**src/rtl/pbm_pkg.sv**
```systemverilog
package pbm_pkg;
    typedef enum logic [1:0] {
        ST_OFF  = 2'd0,
        ST_HIGH = 2'd1,
        ST_LOW  = 2'd2,
        ST_ON   = 2'd3
    } pbm_state_t;
endpackage

```
**src/rtl/pbm_sync.sv**
```systemverilog
module pbm_sync #(
    parameter int CAP = 3000,
    localparam int RW = $clog2(CAP + 1)
) (
    input  logic          clk,
    input  logic          rst_n,
    input  logic          async_in,
    output logic          level,
    output logic [RW-1:0] run
);
    localparam logic [RW-1:0] RUN_MAX = RW'(CAP);

    logic s1, s2, lvl_q;

    always_ff @(posedge clk or negedge rst_n) begin
        if (!rst_n) begin
            s1    <= 1'b0;
            s2    <= 1'b0;
            lvl_q <= 1'b0;
            run   <= '0;
        end else begin
            s1    <= async_in;
            s2    <= s1;
            lvl_q <= s2;
            if (s2 != lvl_q)
                run <= '0;
            else if (run != RUN_MAX)
                run <= run + 1'b1;
        end
    end

    assign level = lvl_q;


    run_restart_chk: assert property (@(posedge clk) disable iff (!rst_n)
        (level != $past(level)) |-> (run == '0));
endmodule

```
**src/rtl/pbm_sat_ctr.sv**
```systemverilog
module pbm_sat_ctr #(
    parameter int N = 4,
    localparam int W = (N > 1) ? $clog2(N) : 1
) (
    input  logic         clk,
    input  logic         rst_n,
    input  logic         clr,
    input  logic         inc,
    output logic [W-1:0] idx
);
    localparam logic [W-1:0] LAST = W'(N - 1);

    always_ff @(posedge clk or negedge rst_n) begin
        if (!rst_n)
            idx <= '0;
        else if (clr)
            idx <= '0;
        else if (inc && idx != LAST)
            idx <= idx + 1'b1;
    end


    sat_hold_chk: assert property (@(posedge clk) disable iff (!rst_n)
        (idx == LAST && inc && !clr) |=> (idx == LAST));
endmodule

```
**src/rtl/pbm_mode_decoder.sv**
```systemverilog
module pbm_mode_decoder
    import pbm_pkg::*;
#(
    parameter int N_MODES   = 4,
    parameter int MIN_W     = 8,
    parameter int LATCH_CYC = 3000,
    parameter int SHDN_CYC  = 3000,
    localparam int MW = (N_MODES > 1) ? $clog2(N_MODES) : 1
) (
    input  logic          clk,
    input  logic          rst_n,
    input  logic          ctl_async,
    output logic          enable,
    output logic [MW-1:0] mode,
    output logic          mode_latched
);
    localparam int CAP = (LATCH_CYC > SHDN_CYC) ? LATCH_CYC : SHDN_CYC;
    localparam int RW  = $clog2(CAP + 1);
    localparam logic [RW-1:0] HI_TH  = RW'(MIN_W - 1);
    localparam logic [RW-1:0] LAT_TH = RW'(LATCH_CYC - 1);
    localparam logic [RW-1:0] OFF_TH = RW'(SHDN_CYC - 1);

    logic          level;
    logic [RW-1:0] run;
    logic [MW-1:0] idx;
    logic          hi_ok, latch_ok, off_ok, ctr_clr, ctr_inc, commit;
    pbm_state_t    state, next;

    pbm_sync #(.CAP(CAP)) u_sync (
        .clk      (clk),
        .rst_n    (rst_n),
        .async_in (ctl_async),
        .level    (level),
        .run      (run)
    );

    assign hi_ok    = level && (run >= HI_TH);
    assign latch_ok = level && (run >= LAT_TH);
    assign off_ok   = !level && (run >= OFF_TH);

    always_comb begin
        next = state;
        unique case (state)
            ST_OFF:  if (hi_ok) next = ST_HIGH;
            ST_HIGH: if (latch_ok) next = ST_ON;
                     else if (!level) next = ST_LOW;
            ST_LOW:  if (off_ok) next = ST_OFF;
                     else if (hi_ok) next = ST_HIGH;
            ST_ON:   if (off_ok) next = ST_OFF;
        endcase
    end

    assign ctr_clr = (state == ST_OFF);
    assign ctr_inc = (state == ST_LOW) && (next == ST_HIGH);
    assign commit  = (state == ST_HIGH) && (next == ST_ON);

    pbm_sat_ctr #(.N(N_MODES)) u_ctr (
        .clk   (clk),
        .rst_n (rst_n),
        .clr   (ctr_clr),
        .inc   (ctr_inc),
        .idx   (idx)
    );

    always_ff @(posedge clk or negedge rst_n) begin
        if (!rst_n)
            state <= ST_OFF;
        else
            state <= next;
    end

    always_ff @(posedge clk or negedge rst_n) begin
        if (!rst_n) begin
            enable       <= 1'b0;
            mode         <= '0;
            mode_latched <= 1'b0;
        end else begin
            enable       <= (next != ST_OFF);
            mode_latched <= commit;
            if (commit)
                mode <= idx;
            else if (next == ST_OFF)
                mode <= '0;
        end
    end


    strobe_single_chk: assert property (@(posedge clk) disable iff (!rst_n)
        mode_latched |=> !mode_latched);


    strobe_enable_chk: assert property (@(posedge clk) disable iff (!rst_n)
        mode_latched |-> (enable && state == ST_ON));


    on_mode_stable_chk: assert property (@(posedge clk) disable iff (!rst_n)
        (state == ST_ON && $past(state) == ST_ON) |-> $stable(mode));


    off_clear_chk: assert property (@(posedge clk) disable iff (!rst_n)
        (state == ST_OFF && $past(state) != ST_OFF) |-> (!enable && mode == '0));
endmodule

```
**config.mk**
```make
export PLATFORM = sky130hd
export DESIGN_NAME = pbm_mode_decoder
export DESIGN_NICKNAME = d
export VERILOG_FILES = /design/src/rtl/pbm_pkg.sv /design/src/rtl/pbm_sync.sv /design/src/rtl/pbm_sat_ctr.sv /design/src/rtl/pbm_mode_decoder.sv
export SDC_FILE = /design/constraint.sdc
export NUM_CORES = 1
export LEC_CHECK = 0
export BUFFER_PORTS_ARGS = -buffer_cell sky130_fd_sc_hd__buf_2
export CAP_MARGIN = 40
export CORE_ASPECT_RATIO = 1.2
export CORE_MARGIN = 5
export CORE_UTILIZATION = 53
export CTS_CLUSTER_SIZE = 10
export DETAILED_ROUTE_END_ITERATION = 6
export PLACE_DENSITY = 0.79
export SLEW_MARGIN = 0
export SYNTH_ARGS = -nofsm -noshare
export SYNTH_HDL_FRONTEND = slang
export SYNTH_SLANG_ARGS = --single-unit
```
**constraint.sdc**
```tcl
create_clock -name clk -period 2 [get_ports clk]
set_input_delay 0.1 -clock clk [delete_from_list [all_inputs] [get_ports clk]]
set_output_delay 0.1 -clock clk [all_outputs]
set_load 0.01 [all_outputs]
```
==> impl_metrics.yaml <==
outcome:
  status: "finished clean"
floorplanning:
  die_w_um: 52.8
  initial_core_util_pct: 56.1
  die_y_um: 61.3
  rows: 18
  die_area_sq_mm: 0.00323
  core_area_sq_mm: 0.00207
  ios: 7
synth:
  seq_area_frac_synth_pct: 49.5
  synth_cells: 108
  synth.top_cell.area_share_pct: 49.5
  async_flop_share_pct: 100
  synth_area_leaders: "dfrtp_1 50%, nor4_4 5.5%, xnor2_1 5.3%"
  synth_nets: 114
  synth_cell_type_count: 34
  ys_warn_count: 0
  yosysMostFrequentCell: "dfrtp_1"
  synth-seq-cells: 23
  synth_edf_count: 0
  syn_area_per_cell_sq_um: 10.8
  yosys-top-cells-count: "23 x dfrtp_1, 14 x nor2_1, 7 x inv_1, 7 x xnor2_1"
  syn_area_sq_mm: 0.00116
  synth_top_cell_by_area: "dfrtp_1"
  synth_flop_cell: "dfrtp_1"
sta:
  final.period_utilization_pct: 85.9
  finalHoldViolCount: 0
  max_freq_mhz: 582
  post-route-min-period_ps: 1720
  hold_ws_ps: 276
  setup_viol: 0
  finalWorstSetupSlack_ps: 281
  slew_viol_final: 0
  rsz0062_at_grt: "no"
  finalSetupTns_ps: 0
  fin_skew_ps: 4.69
  relSlewSlack_pct: 67.0
  tightest_slew_ps: 495
cts:
  clkSinkCount: 23
  cts_tree: "built"
  clockRootBuffer: "clkbuf_4"
  htreeDepth: 1
  clockBufferDepth: 2
  post_cts_buffers: 0
  clk_latency_ps: 310
  cts_buffers: 3
  path_clk_slew_ps: 120
global_routing:
  grt_usage_pct: 15.9
  grt_pass1_wl_mm: 3.73
  gr-total-overflow: 0
  first_global_vias: 878
  grt_antenna_before_repair: 0
  grt_max_degree: 24
finish:
  fin_cells: 150
  drive_gt1_share_pct: 15.0
  area_growth_pct: 10.1
  fin_nets: 127
  finalInstanceArea_sq_mm: 0.00128
  fin_util_pct: 61.8
  antenna_cells: 0
setup_path:
  r2r_cells: 5
  r2r-start: "u_sync.run[1]$_DFFE_PN0P_"
  crit_chain: "ha_1, a21oi_2, a311oi_2, mux2_1, a22o_1"
  worstPathArrival_ps: 1940
  reg2reg_to: "u_ctr.idx[0]$_DFFE_PN0P_"
  slowest_delay_ps: 430
  crit_required_ps: 2220
  cp-end-kind: "flop"
  slowest_stage: "dfrtp_1"
  worstPathMaxFanout: 5
  critPathLaunchType: "flop"
  regToRegSetupSlack_ps: 280
  crit_type: "flop to flop"
routing:
  wl_per_cell_um: 13.8
  drt_iter0_markers: 15
  wl_mm: 2.07
  drc_errors: 0
  vias_per_cell: 5.55
  firstDrtPassIters: 4
  drtAntennaViolNets: 0
  vias: 833
place:
  dp_cells: 144
  io_buffer_count: 6
  placedInstanceArea_sq_mm: 0.00123
  place_congestion: 0.807
  hpwlAfterDp_mm: 1.52
  dpl_worst_slack_ps: 308
power:
  power.leakage_nw: 0.546
  power_mw: 0.779
  cellPowerDensity_mw_per_mm2: 608
  peakVddDrop_v: 0.000557
job:
  cap_viol_max_count: 0
min_path:
  hold_class: "input port to asynchronous set/reset pin"
per-layer routing:
| layer | up-vias | GRT usage [%] | wire (um) |
|---|---|---|---|
| li1 | 406 | - | - |
| met1 | 403 | 17.9 | 876 |
| met2 | 17 | 28.0 | 1060 |
| met3 | 7 | 2.18 | 72 |
| met4 | 0 | 10.2 | 66 |
| met5 | - | 0 | 0 |
sequential cells by signal, summed over array words and instances (netlist names):
signal	cells
u_sync.s1	1
state	2
enable	1
u_sync.level	1
mode	2
u_sync.run	12
u_ctr.idx	2
mode_latched	1
u_sync.s2	1
report_power, final:
group	leakage (nW)	switching [mW]	total [mW]	internal, mW
logic	0.219	0.0395	0.0679	0.0284
registers	0.312	0.0199	0.500	0.480
clock network	0.0150	0.133	0.211	0.0780
total	0.546	0.192	0.779	0.586
placed cells by master, fill, tap and decap left out, types with 2 or more instances in the layout:
cell,Yosys,final
a21oi_1,5,5
nand4_1,2,2
dfrtp_1,23,23
nand2b_1,3,3
xor2_1,2,2
xnor2_1,7,7
inv_1,7,7
nor3_1,3,3
o211ai_1,2,2
o21ai_0,2,2
clkbuf_4,0,3
buf_2,0,6
ha_1,3,3
nand3_1,4,4
a32o_1,2,2
nor2b_1,2,2
and3_1,2,2
nor2_1,14,14
nor4_4,3,3
or3_1,2,2
nand2_1,5,5
dlygate4sd3_1,0,2
critical path: cells and delay by family, from the launching register on:
family / cells / cell delay, ps
flip-flops: 1 / 430
adder cells (fa/ha/maj): 1 / 240
multiplexers: 1 / 370
AO/OA/AOI/OAI: 3 / 590
cells by family after synthesis:
group	Yosys count	synth area share, %
xor gates and xnor gates	9	6.78
AOI/OAI and AO/OA	19	12.4
buffers and inverters	8	2.58
DFF	23	49.5
adders and majority gates	3	3.23
and+or+nand+nor	44	23.7
muxes	2	1.83
worst max-delay path by stage:
stage | startpoint | to | slack (ps)
6_report | u_sync.run[1]$_DFFE_PN0P_ | u_ctr.idx[0]$_DFFE_PN0P_ | 280
3_5_place_dp | u_sync.run[1]$_DFFE_PN0P_ | u_ctr.idx[0]$_DFFE_PN0P_ | 310
4_1_cts | u_sync.run[1]$_DFFE_PN0P_ | u_ctr.idx[0]$_DFFE_PN0P_ | 280
3_3_place_gp | u_sync.run[0]$_DFFE_PN0P_ | state[1]$_DFF_PN0_ | 380
5_1_grt | u_sync.run[1]$_DFFE_PN0P_ | state[1]$_DFF_PN0_ | 190
2_1_floorplan | u_sync.run[1]$_DFFE_PN0P_ | u_ctr.idx[0]$_DFFE_PN0P_ | 440
area by class of cell:
cell class	instances	area [sq um]
fillers	173	792
flip-flops and latches	23	576
multi-input cells	77	557
repair buffers	9	57.6
well taps	30	37.5
clock buffers	4	26.3
inverters	7	26.3
what timing repair did:
action                    4_1_cts  5_1_grt
gates resized for setup         0        0
hold endpoints to repair       24        0
hold buffers                    2        0
No activity file was read; power rests on OpenSTA's default activity.
